### src/rtl/bag_pkg.sv
package bag_pkg;

  typedef enum logic [2:0] {
    OP_HOLD = 3'd0,
    OP_INC  = 3'd1,
    OP_RETX = 3'd2,
    OP_LOAD = 3'd3,
    OP_CLR  = 3'd4
  } cnt_op_e;

  // Fixed priority among the counter controls
  function automatic cnt_op_e pick_op(input logic clr, input logic load,
                                      input logic retx, input logic inc);
    cnt_op_e op;
    if (clr)       op = OP_CLR;
    else if (load) op = OP_LOAD;
    else if (retx) op = OP_RETX;
    else if (inc)  op = OP_INC;
    else           op = OP_HOLD;
    return op;
  endfunction

endpackage

### src/rtl/bag_mask_reg.sv
module bag_mask_reg #(
  parameter int ADDR_W = 16
) (
  input  logic              clk,
  input  logic              rst,
  input  logic              wr,
  input  logic [ADDR_W-1:0] din,
  output logic [ADDR_W-1:0] mask
);

  logic [ADDR_W-1:0] mask_q;
  logic [ADDR_W-1:0] din_p1;
  logic              din_legal;

  // Legal mask: a run of ones starting at bit 0 (an empty run is allowed)
  assign din_p1    = din + {{(ADDR_W-1){1'b0}}, 1'b1};
  assign din_legal = ((din & din_p1) == '0);

  always_ff @(posedge clk) begin
    if (rst)                 mask_q <= '1;
    else if (wr && din_legal) mask_q <= din;
  end

  assign mask = mask_q;

  a_r1_mask_reset: assert property (@(posedge clk) rst |=> (mask_q == '1));

  a_r8_mask_contig: assert property (@(posedge clk) disable iff (rst)
    ((mask_q & (mask_q + {{(ADDR_W-1){1'b0}}, 1'b1})) == '0));

  a_r8_no_write_stable: assert property (@(posedge clk) disable iff (rst)
    !wr |=> $stable(mask_q));

endmodule

### src/rtl/bag_counter.sv
module bag_counter
  import bag_pkg::*;
#(
  parameter int ADDR_W = 16
) (
  input  logic              clk,
  input  logic              rst,
  input  cnt_op_e           op,
  input  logic [ADDR_W-1:0] din,
  input  logic [ADDR_W-1:0] mask,
  output logic [ADDR_W-1:0] cnt,
  output logic              wrap_n
);

  logic [ADDR_W-1:0] cnt_q;
  logic [ADDR_W-1:0] shadow_q;
  logic              wrap_n_q;
  logic [ADDR_W-1:0] cnt_plus;
  logic [ADDR_W-1:0] cnt_stepped;
  logic              field_full;

  assign cnt_plus    = cnt_q + {{(ADDR_W-1){1'b0}}, 1'b1};
  // Bits outside the mask keep their value; the carry out of the field is dropped
  assign cnt_stepped = (cnt_q & ~mask) | (cnt_plus & mask);
  assign field_full  = ((cnt_q & mask) == mask);

  always_ff @(posedge clk) begin
    if (rst) begin
      cnt_q    <= '0;
      shadow_q <= '0;
      wrap_n_q <= 1'b1;
    end else begin
      unique case (op)
        OP_CLR: begin
          cnt_q    <= '0;
          wrap_n_q <= 1'b1;
        end
        OP_LOAD: begin
          cnt_q    <= din;
          shadow_q <= din;
          wrap_n_q <= 1'b1;
        end
        OP_RETX: cnt_q <= shadow_q;
        OP_INC: begin
          cnt_q <= cnt_stepped;
          if (field_full) wrap_n_q <= 1'b0;
        end
        default: cnt_q <= cnt_q;
      endcase
    end
  end

  assign cnt    = cnt_q;
  assign wrap_n = wrap_n_q;

  a_r1_cnt_reset: assert property (@(posedge clk)
    rst |=> (cnt_q == '0) && wrap_n_q);

  a_r2_load: assert property (@(posedge clk) disable iff (rst)
    (op == OP_LOAD) |=> (cnt_q == $past(din)) && wrap_n_q);

  a_r3_upper_hold: assert property (@(posedge clk) disable iff (rst)
    (op == OP_INC) |=> ((cnt_q & ~$past(mask)) == ($past(cnt_q) & ~$past(mask))));

  a_r4_sticky: assert property (@(posedge clk) disable iff (rst)
    (!wrap_n_q && (op != OP_CLR) && (op != OP_LOAD)) |=> !wrap_n_q);

  a_r6_clear: assert property (@(posedge clk) disable iff (rst)
    (op == OP_CLR) |=> (cnt_q == '0) && wrap_n_q && $stable(shadow_q));

  a_r7_retx: assert property (@(posedge clk) disable iff (rst)
    (op == OP_RETX) |=> (cnt_q == $past(shadow_q)) && $stable(wrap_n_q));

endmodule

### src/rtl/bag_readback.sv
module bag_readback #(
  parameter int ADDR_W = 16,
  parameter bit RB_REG = 1'b1
) (
  input  logic              clk,
  input  logic              rst,
  input  logic              sel_mask,
  input  logic [ADDR_W-1:0] cnt,
  input  logic [ADDR_W-1:0] mask,
  output logic [ADDR_W-1:0] rb
);

  logic [ADDR_W-1:0] pick;
  assign pick = sel_mask ? mask : cnt;

  generate
    if (RB_REG) begin : g_reg
      logic [ADDR_W-1:0] rb_q;
      always_ff @(posedge clk) begin
        if (rst) rb_q <= '0;
        else     rb_q <= pick;
      end
      assign rb = rb_q;
    end else begin : g_comb
      assign rb = pick;
    end
  endgenerate

endmodule

### src/rtl/burst_addr_gen.sv
module burst_addr_gen
  import bag_pkg::*;
#(
  parameter int ADDR_W = 16,
  parameter bit RB_REG = 1'b1
) (
  input  logic              clk,
  input  logic              rst,
  input  logic [ADDR_W-1:0] addr_in,
  input  logic              cnt_clr,
  input  logic              cnt_load,
  input  logic              cnt_retx,
  input  logic              cnt_inc,
  input  logic              mask_wr,
  input  logic              rb_sel_mask,
  output logic [ADDR_W-1:0] addr_out,
  output logic [ADDR_W-1:0] rb_data,
  output logic              wrap_n
);

  cnt_op_e           op;
  logic [ADDR_W-1:0] mask;
  logic [ADDR_W-1:0] cnt;

  assign op = pick_op(cnt_clr, cnt_load, cnt_retx, cnt_inc);

  bag_mask_reg #(.ADDR_W(ADDR_W)) u_mask (
    .clk  (clk),
    .rst  (rst),
    .wr   (mask_wr),
    .din  (addr_in),
    .mask (mask)
  );

  bag_counter #(.ADDR_W(ADDR_W)) u_cnt (
    .clk    (clk),
    .rst    (rst),
    .op     (op),
    .din    (addr_in),
    .mask   (mask),
    .cnt    (cnt),
    .wrap_n (wrap_n)
  );

  bag_readback #(.ADDR_W(ADDR_W), .RB_REG(RB_REG)) u_rb (
    .clk      (clk),
    .rst      (rst),
    .sel_mask (rb_sel_mask),
    .cnt      (cnt),
    .mask     (mask),
    .rb       (rb_data)
  );

  assign addr_out = cnt;

  a_r9_clear_wins: assert property (@(posedge clk) disable iff (rst)
    cnt_clr |=> (addr_out == '0) && wrap_n);

  a_r9_load_over_retx: assert property (@(posedge clk) disable iff (rst)
    (!cnt_clr && cnt_load) |=> (addr_out == $past(addr_in)));

endmodule

### config.mk
export PLATFORM = sky130hd
export DESIGN_NAME = burst_addr_gen
export DESIGN_NICKNAME = d
export VERILOG_FILES = /design/src/rtl/bag_pkg.sv /design/src/rtl/bag_mask_reg.sv /design/src/rtl/bag_counter.sv /design/src/rtl/bag_readback.sv /design/src/rtl/burst_addr_gen.sv
export SDC_FILE = /design/constraint.sdc
export NUM_CORES = 1
export LEC_CHECK = 0
export BUFFER_PORTS_ARGS = -buffer_cell sky130_fd_sc_hd__buf_2
export CAP_MARGIN = 40
export CORE_MARGIN = 4
export CORE_UTILIZATION = 50
export DETAILED_ROUTE_END_ITERATION = 6
export PLACE_DENSITY_LB_ADDON = 0.08
export RECOVER_POWER = 25
export SETUP_SLACK_MARGIN = 0.4
export SKIP_CTS_REPAIR_TIMING = 1
export SLEW_MARGIN = 20
export SYNTH_ARGS = -nofsm -noshare
export SYNTH_HDL_FRONTEND = slang
export SYNTH_SLANG_ARGS = --single-unit
### constraint.sdc
create_clock -name clk -period 2.5 [get_ports clk]
set_input_delay 0.5 -clock clk [delete_from_list [all_inputs] [get_ports clk]]
set_output_delay 0.5 -clock clk [all_outputs]
set_load 0.02 [all_outputs]
==> results.py <==
metrics = {
    "yosys": {
        "synth.ff_latch_count": 65,
        "synth-seq-area-share": 0.418,
        "synth_top_cell_area_share": 0.418,
        "flip_flop_cell_with_the_highest_count_after_synthesis": "sky130_fd_sc_hd__dfxtp_1",
        "synth_common_cells": "sky130_fd_sc_hd__dfxtp_1, sky130_fd_sc_hd__nor2_1, sky130_fd_sc_hd__nand2_1",
        "syn-cell-area_um2": 3110,
        "yosysMostFrequentCell": "sky130_fd_sc_hd__dfxtp_1",
        "async_flop_share": 0,
        "ys_warn_count": 0,
        "synth_enable_flop_cells": 0,
        "yosysUniqueCellTypes": 47,
        "synthesis.area_per_instance_um2": 8.29,
        "syn-instance-count": 375,
        "post_synth_main_area_contributors": "sky130_fd_sc_hd__dfxtp_1, sky130_fd_sc_hd__mux2i_1, sky130_fd_sc_hd__nor2_1",
        "syn-num-nets": 401,
        "synth_top_area_cell": "sky130_fd_sc_hd__dfxtp_1",
    },
    "final_layout": {
        "multi_input_area_um2": 1670,
        "final_design_area_excluding_fillers_um2": 3660,
        "area.growth.synth_to_final_pct": 17.5,
        "regArea_um2": 1300,
        "final_util": 0.610,
        "antenna_cells": 0,
        "final.fill_count": 544,
        "post_layout_nonfiller_instances": 505,
        "post_route_cells_drive_above_1_share": 0.186,
        "finish.net_count": 451,
    },
    "setup_path": {
        "crit_required_ns": 2.69,
        "sort_of_element_at_the_start_of_the_critical_path": "input pin",
        "worst-path-max-fanout": 26,
        "reg2regPathDepth": 5,
        "critPathArrivalTime_ns": 2.27,
        "crit_type": "in2reg",
        "timing.critical_path.to_type": "register",
    },
    "detailed_routing": {
        "detail_route.wl_per_cell_um": 16.9,
        "iter_0_drt_violations": 354,
        "drc": 0,
        "vias_per_cell": 5.80,
        "drt-total-wl_mm": 8.53,
        "detail-route-antenna-nets": 0,
        "vias": 2928,
        "drtPass1Iterations": 6,
    },
    "timing": {
        "period_share": 0.833,
        "setup_viol_count_final": 0,
        "worst_slew_pin_slew_ns": 1.15,
        "min_period_ns": 2.08,
        "finalHoldViolCount": 0,
        "worst_slew_margin_rel": 0.235,
        "setup-tns-final_ns": 0,
        "fin_worst_skew_ns": 0.00614,
        "grt_setup_unrepaired": "false",
        "slew_viol_final": 0,
        "fmax_mhz": 480,
    },
    "die": {
        "total_die_area_um2": 7550,
        "top_level_ports": 57,
        "start_util": 0.519,
        "num_rows": 28,
        "core_area_um2": 5990,
        "die_w_um": 86.9,
        "die_h_um": 86.9,
    },
    "min_path": {
        "min-delay-path-class": "in2reg",
        "holdPathStages": 2,
    },
    "placed_design": {
        "io_buffer_count": 56,
        "dp_hpwl_mm": 5.99,
        "gp_routability_congestion": 0.868,
        "post_dp_cell_area_um2": 3480,
        "place.detailed.instances": 489,
    },
    "pwr": {
        "p_leak_nw": 1.54,
        "worst_supply_voltage_drop_on_vdd_uv": 339,
        "p_per_area_nw_per_um2": 614,
    },
    "grt": {
        "globalRouteTotalUtil": 0.227,
        "grt_overflow": 0,
        "first_global_vias": 2601,
        "grt_start_max_net_pins": 27,
        "grt_antenna_before_repair": 0,
        "grt_first_pass_wirelength_mm": 13.2,
    },
    "cts": {
        "ctsHtreeMaxLevel": 3,
        "clk-insertion-delay-late_ns": 0.33,
        "tritoncts": "yes",
        "clock-sinks": 65,
        "clk_pin_slew_ns": 0.07,
        "clockBufferDepth": 2,
        "clock-root-buffer": "sky130_fd_sc_hd__clkbuf_8",
        "cts_buf_count": 9,
    },
    "run_status": {
        "run_status": "finished, final reports clean",
    },
    "flow_run": {
        "drv.max_cap_violation_count": 0,
    },
}
[worst max-delay path, stage by stage]
cell and delay [ns]:
sky130_fd_sc_hd__clkbuf_1 0.82, sky130_fd_sc_hd__clkbuf_1 0.75, sky130_fd_sc_hd__o21ai_0 0.19
[stage by stage]
step | hold WS (ns) | power, mW | setup WS [ns]
final | 0.415 | 2.24 | 0.417
after global routing | 0.416 | 2.33 | 0.234
after CTS | 0.404 | 2.25 | 0.441
after detailed placement | 0.445 | 1.38 | 0.232
after global placement | 0.441 | 1.38 | 0.256
after floorplan | 0.431 | 1.28 | 0.360
[final timing paths]
path | endpoint | from | slack [ns]
hold / removal | u_cnt.cnt[4] | cnt_clr | 0.42
hold reg to reg | u_cnt.shadow_q[3] | u_cnt.shadow_q[3] | 0.45
setup reg to reg | u_cnt.wrap_n | u_cnt.cnt[0] | 0.50
setup / recovery | u_cnt.cnt[13] | rst | 0.42
[registers in the layout (all words and copies together) (netlist names)]
signal,flops
u_cnt.cnt,16
u_cnt.shadow_q,16
u_cnt.wrap_n,1
u_mask.mask,16
u_rb.rb,16
[final cells by class]
| cell class | count | area share |
|---|---|---|
| multi-input combinational | 269 | 0.456 |
| timing repair buffer | 62 | 0.0921 |
| clock inverter | 3 | 0.0110 |
| clock buffer | 13 | 0.0407 |
| tap | 75 | 0.0257 |
| inverter | 18 | 0.0185 |
| sequential | 65 | 0.356 |
[power breakdown]
part           total (mW)  switching [mW]  internal [mW]
Combinational       0.255           0.165         0.0902
Clock               0.888           0.402          0.487
Sequential           1.10          0.0279           1.07
Total                2.24           0.595           1.65
[cell families after synthesis]
logic type	synth area share
muxes	0.0933
DFF	0.418
AOI/OAI and AO/OA	0.159
buffers and inverters	0.0519
xor gates and xnor gates	0.0366
and+or+nand+nor	0.233
adders and majority gates	0.00804
[per-layer routing]
layer | global-route usage | vias to the layer above | share of wire
met4 | 0.0864 | 0 | 0.017
li1 | - | 1420 | -
met5 | 0 | - | 0
met1 | 0.321 | 1350 | 0.47
met2 | 0.344 | 147 | 0.44
met3 | 0.0397 | 11 | 0.077
[cells in the final DEF (no fill, tap or decap), types with 2 or more instances in the layout]
master | Yosys | final
sky130_fd_sc_hd__nor3_1 | 4 | 4
sky130_fd_sc_hd__a211oi_1 | 2 | 2
sky130_fd_sc_hd__clkbuf_1 | 19 | 10
sky130_fd_sc_hd__nor4_1 | 2 | 2
sky130_fd_sc_hd__buf_4 | 0 | 2
sky130_fd_sc_hd__and3_1 | 5 | 5
sky130_fd_sc_hd__clkbuf_8 | 0 | 10
sky130_fd_sc_hd__and4_1 | 2 | 2
sky130_fd_sc_hd__nand3_1 | 10 | 9
sky130_fd_sc_hd__nand2_1 | 51 | 51
sky130_fd_sc_hd__xor2_1 | 6 | 6
sky130_fd_sc_hd__ha_1 | 2 | 2
sky130_fd_sc_hd__o21ai_0 | 2 | 2
sky130_fd_sc_hd__or2_2 | 3 | 3
sky130_fd_sc_hd__o211ai_1 | 5 | 5
sky130_fd_sc_hd__or2_1 | 2 | 2
sky130_fd_sc_hd__nand4_1 | 12 | 12
sky130_fd_sc_hd__buf_12 | 0 | 2
sky130_fd_sc_hd__xnor2_1 | 7 | 7
sky130_fd_sc_hd__dfxtp_1 | 65 | 65
sky130_fd_sc_hd__clkinv_2 | 0 | 2
sky130_fd_sc_hd__mux2i_1 | 29 | 29
sky130_fd_sc_hd__nand2b_1 | 7 | 7
sky130_fd_sc_hd__buf_2 | 0 | 51
sky130_fd_sc_hd__o22ai_1 | 11 | 11
sky130_fd_sc_hd__a21oi_1 | 20 | 20
sky130_fd_sc_hd__a222oi_1 | 5 | 5
sky130_fd_sc_hd__nor2_1 | 54 | 54
sky130_fd_sc_hd__a22oi_1 | 8 | 8
sky130_fd_sc_hd__inv_1 | 18 | 18
Note: power is estimated with default switching activity, not from simulation.
